### src/rtl/flash_cmd_seq.sv
module flash_cmd_seq #(
  parameter int AW = 20
) (
  input  logic          clk,
  input  logic          rst_n,
  input  logic          ce_n,
  input  logic          oe_n,
  input  logic          we_n,
  input  logic [AW-1:0] addr,
  input  logic [15:0]   dq,
  input  logic          wp_n,
  input  logic [1:0]    bank_busy,
  output logic          op_start,
  output logic [1:0]    op_kind,
  output logic [AW-1:0] op_addr,
  output logic [15:0]   op_data,
  output logic          keep_bank1
);
  typedef enum logic [2:0] {IDLE, UNL1, UNL2, PGM, ER3, ER4, ER5} st_t;

  localparam logic [1:0] K_PROG = 2'd0, K_SECT = 2'd1, K_BLK = 2'd2, K_BANK = 2'd3;

  st_t  st;
  logic we_q;

  wire       cyc     = ~we_q & we_n & ~ce_n & oe_n;
  wire [7:0] lo      = dq[7:0];
  wire       at_5555 = (addr[14:0] == 15'h5555);
  wire       at_2aaa = (addr[14:0] == 15'h2AAA);
  wire       bank    = addr[AW-1];
  wire       fenced  = ~wp_n & bank;
  wire       tgt_ok  = ~bank_busy[bank] & ~fenced;

  always_ff @(posedge clk or negedge rst_n) begin
    if (!rst_n) begin
      st         <= IDLE;
      we_q       <= 1'b1;
      op_start   <= 1'b0;
      op_kind    <= K_PROG;
      op_addr    <= '0;
      op_data    <= '0;
      keep_bank1 <= 1'b0;
    end else begin
      we_q     <= we_n;
      op_start <= 1'b0;
      if (cyc) begin
        st <= IDLE;
        unique case (st)
          IDLE: if (at_5555 && lo == 8'hAA) st <= UNL1;
          UNL1: if (at_2aaa && lo == 8'h55) st <= UNL2;
          UNL2: if (at_5555 && lo == 8'hA0) st <= PGM;
                else if (at_5555 && lo == 8'h80) st <= ER3;
          PGM: if (tgt_ok) begin
            op_start   <= 1'b1;
            op_kind    <= K_PROG;
            op_addr    <= addr;
            op_data    <= dq;
            keep_bank1 <= 1'b0;
          end
          ER3: if (at_5555 && lo == 8'hAA) st <= ER4;
          ER4: if (at_2aaa && lo == 8'h55) st <= ER5;
          ER5: begin
            if (lo == 8'h10 && at_5555 && bank_busy == 2'b00) begin
              op_start   <= 1'b1;
              op_kind    <= K_BANK;
              op_addr    <= '0;
              op_data    <= '0;
              keep_bank1 <= ~wp_n;
            end else if ((lo == 8'h30 || lo == 8'h50) && tgt_ok) begin
              op_start   <= 1'b1;
              op_kind    <= (lo == 8'h30) ? K_SECT : K_BLK;
              op_addr    <= addr;
              op_data    <= '0;
              keep_bank1 <= 1'b0;
            end
          end
          default: st <= IDLE;
        endcase
      end
    end
  end
endmodule

### config.mk
export PLATFORM = sky130hd
export DESIGN_NAME = flash_cmd_seq
export DESIGN_NICKNAME = d
export VERILOG_FILES = /design/src/rtl/flash_cmd_seq.sv
export SDC_FILE = /design/constraint.sdc
export NUM_CORES = 1
export LEC_CHECK = 0
export BUFFER_PORTS_ARGS = -buffer_cell sky130_fd_sc_hd__buf_4
export CAP_MARGIN = 25
export CORE_MARGIN = 2
export CORE_UTILIZATION = 30
export DETAILED_ROUTE_END_ITERATION = 6
export GPL_TIMING_DRIVEN = 0
export PLACE_DENSITY_LB_ADDON = 0.25
export SETUP_SLACK_MARGIN = 0.15
export SLEW_MARGIN = 20
export SYNTH_ARGS = -nofsm -noshare
export SYNTH_HDL_FRONTEND = slang
export SYNTH_SLANG_ARGS = --single-unit
### constraint.sdc
create_clock -name clk -period 1.6 [get_ports clk]
set_input_delay 0.16 -clock clk [delete_from_list [all_inputs] [get_ports clk]]
set_output_delay 0.16 -clock clk [all_outputs]
set_load 0.02 [all_outputs]
# Word level (Yosys, flattened, before mapping)
# Index checks and enable logic that the tools add are counted.
[classes]
magnitude_cmp = 1
n_shift = 0
n_div = 0
reduce_logical = 12
n_bitwise = 10
muxes = 31
n_eq_ne = 17
n_mul = 0
n_addsub = 0
[op_table]
columns = ["cell", "count"]
rows = [
  ["$mux W20", 3],
  ["$mux W16", 3],
  ["$pmux W20 S2", 1],
  ["$pmux W16 S2", 1],
  ["$eq A8 B8 Y1 const B", 3],
  ["$eq A8 B7 Y1 const B", 2],
  ["$eq A15 B14 Y1 const B", 1],
  ["$eq A15 B15 Y1 const B", 1],
  ["$pmux W3 S5", 1],
  ["$mux W3", 4],
  ["$mux W1", 10],
  ["$mux W2", 5],
  ["$eq A3 B3 Y1 const B", 3],
  ["$eq A8 B5 Y1 const B", 1],
  ["$eq A8 B6 Y1 const B", 1],
  ["$logic_and A1 B1 Y1", 7],
  ["$eq A3 B2 Y1 const B", 2],
  ["$and A1 B1 Y1", 5],
  ["$not A1 Y1", 5],
  ["$pmux W1 S2", 2],
  ["$pmux W2 S2", 1],
  ["$reduce_and A4 Y1", 1],
  ["$eq A3 B1 Y1 const B", 1],
  ["$logic_not A3 Y1", 1],
  ["other kinds (6)", 6],
]
[word_totals]
out_inout_bits = 40
mem_bits_rw = 0
elab_cells = 78
n_memories = 0
latch_bits = 0
in_bits = 44
mem_bits_ro = 0
regBits = 44

# Depth between registers and ports, before layout
# Gate-level depths: netlist (run 1).
[depth]
word_depth = 9
ltp_mapped = 8
depth_no_buf = 5

# Worst setup path before layout (run 1)
# OpenSTA, ideal clock, no wires.
[synth_path]
path_type = "register -> register"
start = "reg we_q"
end = "reg op_addr[10]"
path_buffers = 3
setup_slack_ns = -0.077
setup_ns = 0.074
synth_period_minus_slack_ns = 1.677
required_time_ns = 1.526
path_stages_with_launch = 9
t_arrival_ns = 1.603
path_cell_list = "dfstp_2 -> nor4bb_1 -> buf_2 -> nand2_1 -> nor3_2 -> buf_2 -> buf_6 -> nand3_2 -> o21ai_2"
[synth_between]
elab_chain_len = 5
[synth_lines]
columns = ["item", "line_no", "source"]
rows = [
  ["start: declaration", "24", "logic we_q;"],
  ["start signal: assignment", "44", "we_q <= we_n;"],
  ["$not A1 Y1", "26", "wire cyc = ~we_q & we_n & ~ce_n & oe_n;"],
  ["$and A1 B1 Y1 (3 in series)", "26", ""],
  ["$reduce_and A4 Y1 (no line)", "n/a", ""],
  ["end signal: assignment", "56", "op_addr <= addr;"],
  ["end signal: assignment", "72", "op_addr <= addr;"],
  ["end: declaration", "15", "output logic [AW-1:0] op_addr,"],
]
# No other way between the ends.
# A chain may end at the register's enable or synchronous reset.

# Worst setup path after layout (run 1)
[layout_path]
start = "reg st[0]"
end = "reg op_addr[1]"
[layout_between]
elab_chain_len = 3
word_cells_on_any_way = 7
classes_between = "4 x eq/ne; 1 x mux; 2 x reduce/logical"
[layout_lines]
columns = ["item", "line_no", "source"]
rows = [
  ["start: declaration", "23", "st_t st;"],
  ["start signal: assignment", "36", "st <= IDLE;"],
  ["start signal: assignment", "47", "st <= IDLE;"],
  ["start signal: assignment", "49", "IDLE: if (at_5555 && lo == 8'hAA) st <= UNL1;"],
  ["$eq A3 B3 Y1 or $eq A3 B2 Y1 (tied branches)", "48", "unique case (st)"],
  ["$ne A3 B3 Y1 (no line) (tied with other cells)", "n/a", ""],
  ["$reduce_and A4 Y1 (no line)", "n/a", ""],
]
# Parallel ways exist; a longest one is shown, timed or not.

==> metrics, run 1 <==
status=finished, violations left; violated checks=negative setup slack; Final Routed Wirelength=5990 um; top cell type's share of synthesized area=50.1%; Synth Instances=208; CP Max Fanout=8; Die W=88.6 um; Post-DP HPWL=4250 um; syn nets=252; Ys Warns=0; clock tree buffer depth=2; Post-DRT Antenna Nets=0; CTS tree=yes; synthesized area=0.00215 mm^2; input/output buffers=83; Critical Path, Cell by Cell=nor4b_2 -> a32oi_2 -> nor3_4 -> a21oi_4 -> buf_12 -> mux2_2; CP endpoint kind=register; main combinational cell family by area after synthesis=simple AND/OR/NAND/NOR gates; first-pass GRT wire length=9230 um; share of cells above drive strength 1=56.5%; Synth Flop Type=dfrtp_1; Crit-path slowest cell=dfrtp_1; vias in the first global route=1793; adder-cell share of the synthesized area=0%; gpl congestion=0.857; CP Launch Type=register; P&R area growth vs syn=57.0%; Post-Synth XOR/XNOR Area=0.408%; Clk Latency, worst-skew pair=0.30 ns; Compound-Gate Fraction of Synth Area=12.7%; Clock Tree Root=clkbuf_8; Hold WS=0.0677 ns; clk slew on worst S/H paths=0.09 ns; EDFF count, synth=0; Fin. Hold Viols=0; post-synthesis simple-gate area fraction=21.5%; setup TNS=-5.46 ns; pwr dens=835 mW/mm^2; Tightest Pin Transition=0.582 ns; unrepaired setup endpoints after global routing=true; slowest cell delay on critical path=0.42 ns; Rel. slew slack=61.2%; die area=0.00785 mm^2; TritonCTS Buffers=5; Peak VDD IR=0.316 mV; fmax=566 MHz; ys async rst share=100%; sequential area share after synthesis=51.4%; DR WL/cell=14.6 um; syn_area_per_cell=10.3 um^2; Post-synth top cells=43 x dfrtp_1, 33 x inv_1, 21 x o21ai_0; final worst slack=-0.168 ns; DR iter-0 viols=86; Final min period=1.77 ns; largest net degree at the start of global routing=45; fin. max-slew vios=0; grt ovf=0; Setup violations, final=40; Arr. time, crit path=1.95 ns; DRC violations left=0; Sink Count=44; Boundary Pins=84; via/cell ratio=4.67; initial antenna violation count=0; Die Y=88.6 um; Hold Path Class=in2reg; core area=0.00687 mm^2; Yosys reg bits=44; Final Cycle Share=111%; count leader, synth=dfrtp_1; MaxCap Viol Count=0; post-synthesis mux area share=5.25%; largest area contributor in the synthesized netlist=dfrtp_1; Distinct cells, synth=35; All-Layer GR Usage=15.4%; pre-CTS WS=-0.326 ns; fin nets=356; H-Tree Depth=2; # diodes=0; First-pass DRT Iterations=4; Leakage Power=1.59 nW; Req. time, crit path=1.78 ns; FP Rows=30; Vias=1909; Final Skew=0.0124 ns; Crit Path Class=reg2reg; top post-synthesis cells by area=dfrtp_1 50%, inv_1 5.8%, mux2_2 5.2%, o21ai_0 4.9%, nand3_1 4.7%; starting density of the core=31.2%
-- per-layer routing --
layer  up-vias  wire (um)  track usage [%]
met3         8        289             3.36
li1        927          -                -
met5         -          0                0
met2        49       2940             24.5
met4         0         91             4.96
met1       925       2660             21.1
-- critical path, delay by kind of cell (launching register included) --
kind | cells | cell delay, ns
flops | 1 | 0.42
compound gates | 2 | 0.23
simple gates | 2 | 0.60
buf+inv | 1 | 0.15
mux | 1 | 0.26
-- final cells by class --
cell class	count	area, um^2
tap	96	120
inverter	33	124
fill	652	3500
sequential	44	1100
multi-input combinational	120	1000
timing repair buffer	97	788
clock inverter	3	42.5
buffer	11	123
clock buffer	5	68.8
-- kinds of logic after synthesis --
logic type	Yosys count
compound gates	41
xor+xnor	1
buf+inv	44
flops	44
mux	10
simple gates	68
-- placed cells by master, fill, tap and decap left out, drive strengths merged, types with 5 or more instances in the layout --
cell | Yosys | routed
nand3 | 30 | 30
o21ai | 31 | 31
nand2 | 6 | 6
clkbuf | 2 | 9
nand4 | 5 | 5
buf | 9 | 102
mux2 | 10 | 10
inv | 33 | 33
dfrtp | 43 | 43
nor2 | 6 | 6
-- report_power, final --
| part | internal [mW] | total (mW) | switching, mW |
|---|---|---|---|
| clock network | 0.462 | 0.857 | 0.394 |
| logic | 0.320 | 0.674 | 0.354 |
| registers | 1.23 | 1.28 | 0.0590 |
-- per-stage QoR --
stage | power, mW | area, um^2 | instances | util [%]
2_1_floorplan | 1.59 | 2190 | 208 | -
3_3_place_gp | 1.92 | 2930 | 387 | 42.7
3_5_place_dp | 1.93 | 2930 | 387 | 42.7
4_1_cts | 2.81 | 3200 | 404 | 46.6
5_1_grt | 2.96 | 3370 | 409 | 49.1
6_report | 2.81 | 3370 | 409 | 49.1
-- repair_timing --
| item | in CTS | in global routing |
|---|---|---|
| gates resized for setup | 36 | 24 |
| pin swaps | 3 | 2 |
| buffers inserted | 6 | 3 |
| cloned | 1 | 2 |
| setup endpoints to repair | 42 | 43 |
| hold endpoints to repair | 44 | 0 |
| hold buffers | 2 | 0 |
-- final timing paths --
path / start / end / slack (ns) / depth (start not counted)
worst max register to register: st[0] / op_addr[1] / -0.17 / 6
max in group asynchronous: rst_n / st[1] / 0.80 / 2
worst min register to register: op_addr[7] / op_addr[7] / 0.52 / 1
min in group asynchronous: rst_n / op_data[10] / 0.40 / 2
worst max-delay path: st[0] / op_addr[1] / -0.17 / 6
worst min-delay path: dq[13] / op_data[13] / 0.07 / 3
-- flip-flops by register name, indices dropped and copies added (netlist names) --
name        cells
op_data        16
op_addr        20
keep_bank1      1
op_start        1
st              3
op_kind         2
we_q            1
Power figures use the tool's default switching activity.
==> run 2, diff against run 1 <==
ABC_CLOCK_PERIOD_IN_PS = 1600   (was not set)
GPL_TIMING_DRIVEN = 1   (was 0)
==> run 2 against run 1 <==
  * The flow still finishes with violations (negative setup slack)
  * Worst setup slack improved by 0.0037 ns
  * Hold slack improved by 0.0052 ns
  * Sequential power barely moved
  * Design area rose by 11%
  * Die area did not move
  * Final cell count rose by 7.6%
  * Power rose by 2.0%
  * Sequential cell count did not move
  * Clock-buffer cell count rose by 1
  * Combinational power rose by 7.7%
  * Critical endpoint is now op_addr[3]
  * Largest power group unchanged
  * Highest routed layer unchanged
==> metrics, run 2 (synthesized netlist as in run 1, its figures left out) <==
commonest non-fill, non-tap cells in the layout=119 x buf_4, 42 x dfrtp_1, 33 x inv_1, 27 x o21ai_2, 23 x nand3_2; fmax=567 MHz (+0.21%); DRC violations left=0 (unchanged); initial antenna violation count=0 (unchanged); P&R area growth vs syn=74.8%; Final Routed Wirelength=6710 um (+12%); Critical Path, Cell by Cell=nor4bb_1 -> buf_4 -> nand2_4 -> nor3_4 -> buf_4 -> a21oi_4 -> buf_6 -> mux2_4; Crit-path slowest cell=dfstp_2; Rel. slew slack=55.6% (-5.6 points); Final Cycle Share=110% (-0.23 points); TritonCTS Buffers=5 (unchanged); final instance area=0.00375 mm^2 (+11%); clock tree buffer depth=2 (unchanged); largest net degree at the start of global routing=45 (unchanged); Final min period=1.76 ns (-0.00366 ns); register cell area after layout=0.00110 mm^2 (+0.11%); FILL cells=626 (-4.0%); CTS tree=yes; CP Max Fanout=5 (-3); DR WL/cell=15.2 um (+4.1%); PnR Total Power=2.87 mW (+2.0%); highest metal used=met4; input/output buffers=83 (unchanged); Req. time, crit path=1.78 ns (about the same); unrepaired setup endpoints after global routing=true; Clk Latency, worst-skew pair=0.30 ns (about the same); Vias=2037 (+6.7%); largest register by flop count=op_addr; share of cells above drive strength 1=63.7% (+7.1 points); setup TNS=-4.36 ns (+1.10 ns); Clock Tree Root=clkbuf_8; pre-CTS WS=-0.217 ns (+0.109 ns); First-pass DRT Iterations=4 (unchanged); Die W=88.6 um (unchanged); clk slew on worst S/H paths=0.08 ns (about the same); Placement Cell Area=0.00315 mm^2 (+7.3%); fin nets=387 (+8.7%); Arr. time, crit path=1.94 ns (about the same); DR WL met3=237 um (-18%); Final Skew=0.00857 ns (-0.00380 ns); Buf/Inv on CP=3 (+2); via/cell ratio=4.63 (-0.81%); Multi-input gate area=0.00108 mm^2 (+7.5%); status=finished, violations left; Sink Count=44 (unchanged); die area=0.00785 mm^2 (unchanged); largest registers=op_addr: 20 flops, op_data: 16 flops, st: 3 flops; FP Rows=30 (unchanged); gpl congestion=0.840 (-1.9%); most common cell after layout, fill and taps aside=buf_4; Boundary Pins=84 (unchanged); H-Tree Depth=2 (unchanged); CP endpoint kind=register; post-layout util=54.6% (+5.6 points); All-Layer GR Usage=17.6% (+2.2 points); most used cell, CP=buf_4; starting density of the core=31.2% (unchanged); fin. max-slew vios=0 (unchanged); Hold Path Class=in2reg; Peak VDD IR=0.366 mV (+16%); pwr dens=766 mW/mm^2 (-8.3%); Die Y=88.6 um (unchanged); Post-DP HPWL=4420 um (+4.0%); DR iter-0 viols=46 (-47%); Crit Path Class=reg2reg; M1 wire length=2980 um (+12%); # diodes=0 (unchanged); first-pass GRT wire length=10500 um (+13%); Leakage Power=1.77 nW (+12%); vias in the first global route=2033 (+13%); Tightest Pin Transition=0.657 ns (+0.0751 ns); violated checks=negative setup slack; Setup violations, final=40 (unchanged); final worst slack=-0.164 ns (+0.00366 ns); core area=0.00687 mm^2 (unchanged); max FFs per register=20 (unchanged); Top delay family on crit path=simple AND/OR/NAND/NOR gates; Post-DRT Antenna Nets=0 (unchanged); Fin. Hold Viols=0 (unchanged); CP Launch Type=register; MaxCap Viol Count=0 (unchanged); slowest cell delay on critical path=0.37 ns (-0.05 ns); grt ovf=0 (unchanged); DR WL met2=3300 um (+12%)
-- run 2: cell count changes in the layout (fill, tap and decap cells not counted), sizes merged --
cell / change
clkinvlp: -1
clkbuf: -2
buf: +34
-- run 2: area by class of cell --
type	instances	area share, %
Multi-Input combinational cell	120	28.7
Inverter	33	3.30
Clock buffer	6	1.93
Sequential cell	44	29.4
Tap cell	96	3.20
Timing Repair Buffer	139	32.5
Clock inverter	2	0.934
-- run 2: power by group --
part	switching [mW]	total, mW	internal [mW]
Sequential	0.0638	1.29	1.23
Clock	0.392	0.856	0.464
Combinational	0.369	0.726	0.358
-- run 2: per-stage QoR --
stage / hold slack, ns / instances
after floorplan: -0.136 / 208
after global placement: 0.199 / 415
after detailed placement: 0.201 / 415
after CTS: 0.0779 / 439
after global routing: 0.0794 / 440
final: 0.0729 / 440
-- run 2: timing repair --
action,4_1_cts,5_1_grt
setup buffers,10,0
hold buffers,2,0
hold endpoints to repair,44,0
gates resized for setup,51,32
setup endpoints to repair,42,43
gates cloned,4,1
pin swaps,3,4
-- run 2: worst register-to-register path: cells and delay by family, from the launching register on --
kind	cells	cell delay [ns]
AO/OA/AOI/OAI	1	0.03
AND/OR/NAND/NOR	3	0.49
flip-flops	1	0.37
buffers and inverters	3	0.46
multiplexers	1	0.30
-- run 2: final timing paths --
path / slack (ns) / from / cells past startpoint / endpoint
worst max-delay path: -0.16 / we_q / 8 / op_addr[3]
worst min-delay path: 0.07 / dq[9] / 3 / op_data[9]
worst max register to register: -0.16 / we_q / 8 / op_addr[3]
worst min register to register: 0.52 / op_addr[7] / 1 / op_addr[7]
max in group asynchronous: 0.81 / rst_n / 2 / st[0]
min in group asynchronous: 0.39 / rst_n / 2 / op_data[8]
-- run 2: metal layers --
layer | up-vias | track usage, %
li1 | 993 | -
met3 | 14 | 3.54
met4 | 0 | 5.51
met2 | 47 | 28.0
met5 | - | 0
met1 | 983 | 24.3
==> run 3, diff against run 2 <==
PLACE_DENSITY = 0.64   (was not set)
PLACE_DENSITY_LB_ADDON = not set   (was 0.25)
==> run 3 against run 2 <==
  * The run still ends with negative setup slack left
  * Worst setup slack gained 0.017 ns
  * Final cell count grew 0.68%
  * Die area is the same
  * Sequential power is essentially flat
  * Combinational power shrank 0.7%
  * Global-route usage is essentially flat
  * Largest power group unchanged
==> metrics, run 3 (synthesized netlist as in run 1, its figures left out) <==
Setup violations, final=40 (unchanged); Final Skew=0.00577 ns (-0.00280 ns); CP Max Fanout=10 (+5); Final min period=1.75 ns (-0.0169 ns); die area=0.00785 mm^2 (unchanged); Die W=88.6 um (unchanged); fin. max-slew vios=0 (unchanged); Clock Tree Root=clkbuf_8; Worst R2R End=op_addr[11]; Hold Path Class=in2reg; Boundary Pins=84 (unchanged); clock tree buffer depth=2 (unchanged); Clk Latency, worst-skew pair=0.30 ns (about the same); r2r setup slk=-0.15 ns (+0.02 ns); register cell area after layout=0.00110 mm^2 (-0.11%); MaxCap Viol Count=0 (unchanged); commonest non-fill, non-tap cells in the layout=122 x buf_4, 43 x dfrtp_1, 32 x inv_1, 29 x o21ai_2, 19 x nand3_1; fmax=572 MHz (+0.97%); Final Cycle Share=109% (-1.1 points); slowest cell delay on critical path=0.43 ns (+0.06 ns); initial antenna violation count=0 (unchanged); Vias=2100 (+3.1%); fin nets=390 (+0.78%); DR WL/cell=15.1 um (-1.0%); switching power summed over all nets=0.823 mW (-0.18%); DR iter-0 viols=89 (+93%); Final Routed Wirelength=6690 um (-0.34%); P&R area growth vs syn=75.9%; share of cells above drive strength 1=61.7% (-2.0 points); Logic pwr share=22.6% (-2.7 points); Fin. Hold Viols=0 (unchanged); final instance area=0.00377 mm^2 (+0.63%); largest net degree at the start of global routing=45 (unchanged); Rel. slew slack=62.2% (+6.6 points); All-Layer GR Usage=17.6% (-0.030 points); H-Tree Depth=2 (unchanged); Hold WS=0.0933 ns (+0.0204 ns); CTS tree=yes; first-pass GRT wire length=10700 um (+2.2%); part of the power in the clock network=36.8% (+7.0 points); via/cell ratio=4.74 (+2.4%); grt ovf=0 (unchanged); starting density of the core=31.2% (unchanged); hold endpoint=op_addr[18]; TritonCTS Buffers=5 (unchanged); violated checks=negative setup slack; vias in the first global route=2175 (+7.0%); Tightest Pin Transition=0.567 ns (-0.0902 ns); Req. time, crit path=1.78 ns (about the same); Crit Path Class=reg2reg; unrepaired setup endpoints after global routing=true; core area=0.00687 mm^2 (unchanged); # diodes=0 (unchanged); largest registers=op_addr: 20 flops, op_data: 16 flops, st: 3 flops; max FFs per register=20 (unchanged); First-pass DRT Iterations=4 (unchanged); CP endpoint kind=register; switching portion of total power=25.8% (-2.9 points); Multi-input gate area=0.00103 mm^2 (-4.7%); input/output buffers=83 (unchanged); setup TNS=-4.16 ns (+0.201 ns); Arr. time, crit path=1.93 ns (about the same); largest register by flop count=op_addr; status=finished, violations left; final worst slack=-0.148 ns (+0.0169 ns); Critical Path, Cell by Cell=nor4b_4 -> a32oi_2 -> nor3_4 -> buf_6 -> a21oi_4 -> buf_12 -> mux2_2; r2r startpoint=st[2]; Leakage Power=1.81 nW (+2.1%); FILL cells=588 (-6.1%); DRC violations left=0 (unchanged); min-delay src=addr[18]; pwr dens=844 mW/mm^2 (+10%); hold depth=3 (unchanged); most common cell after layout, fill and taps aside=buf_4; Sink Count=44 (unchanged); FP Rows=30 (unchanged); Crit-path slowest cell=dfrtp_1; Post-DRT Antenna Nets=0 (unchanged); worst r2r path cells=7 (-1); gpl congestion=0.794 (-5.5%); Post-DP HPWL=4680 um (+5.8%); Peak VDD IR=0.318 mV (-13%); post-layout util=55.0% (+0.35 points); clk slew on worst S/H paths=0.09 ns (about the same); P_int=2.36 mW (+15%); Seq pwr share=40.6% (-4.3 points); Die Y=88.6 um (unchanged); Placement Cell Area=0.00321 mm^2 (+2.0%); CP Launch Type=register
run 3: cell types whose count changed in the layout (fill, tap and decap cells not counted), moves of 2 or more:
| cell | change |
|---|---|
| buf_12 | +2 |
| buf_4 | +3 |
| bufinv_16 | +2 |
| mux2_2 | +2 |
| mux2_4 | -2 |
| nand3_1 | +13 |
| nand3_2 | -12 |
| o21ai_2 | +2 |
run 3: final cells by class:
| type | instances | area share, % |
|---|---|---|
| well taps | 96 | 3.18 |
| multi-input cells | 120 | 27.2 |
| flip-flops and latches | 44 | 29.2 |
| clock inverters | 3 | 2.39 |
| clock buffers | 5 | 1.82 |
| inverters | 33 | 3.28 |
| repair buffers | 142 | 32.9 |
run 3: critical path: cells and delay by family, from the launching register on:
family / cells / cell delay (ns)
compound gates: 2 / 0.39
buf+inv: 2 / 0.27
mux: 1 / 0.33
flops: 1 / 0.43
simple gates: 2 / 0.23
run 3: metal layers:
| layer | share of wire, % | wire length [um] | global-route usage, % |
|---|---|---|---|
| met5 | 0 | 0 | 0 |
| met4 | 1.5 | 99 | 4.82 |
| met3 | 4.9 | 329 | 3.54 |
| met2 | 51 | 3400 | 30.0 |
| met1 | 43 | 2860 | 22.8 |
run 3: metrics by stage:
stage                     setup slack (ns)  std cells  power, mW
after floorplan                    -0.0307        208       1.59
after global placement              -0.205        420       1.96
after detailed placement            -0.225        420       1.97
after CTS                           -0.146        442       3.20
after global routing                -0.196        443       3.33
final                               -0.148        443       3.19
run 3: power by group through the flow:
stage,Combinational (mW),Sequential [mW],Clock [mW]
floorplan,0.149,1.44,0
global placement,0.654,1.31,0
detailed placement,0.661,1.31,0
CTS,0.709,1.29,1.19
global route,0.781,1.31,1.25
finish,0.721,1.29,1.17
run 3: timing repair:
action,in CTS,in global routing
gates cloned,3,1
endpoints found under the hold margin,44,0
setup endpoints to repair,43,43
pin swaps,2,4
gates resized for setup,52,15
setup buffers,9,0
hold buffers,2,0
run 3: worst max-delay path by stage:
stage | end | slack, ns | startpoint | cells after the start
after global placement | op_addr[0] | -0.21 | dq[1] | 8
after global routing | op_kind[0] | -0.20 | st[0] | 6
after floorplan | keep_bank1 | -0.03 | st[2] | 5
after detailed placement | op_addr[5] | -0.22 | addr[9] | 8
after CTS | op_addr[5] | -0.15 | we_q | 8
final | op_addr[11] | -0.15 | st[2] | 7
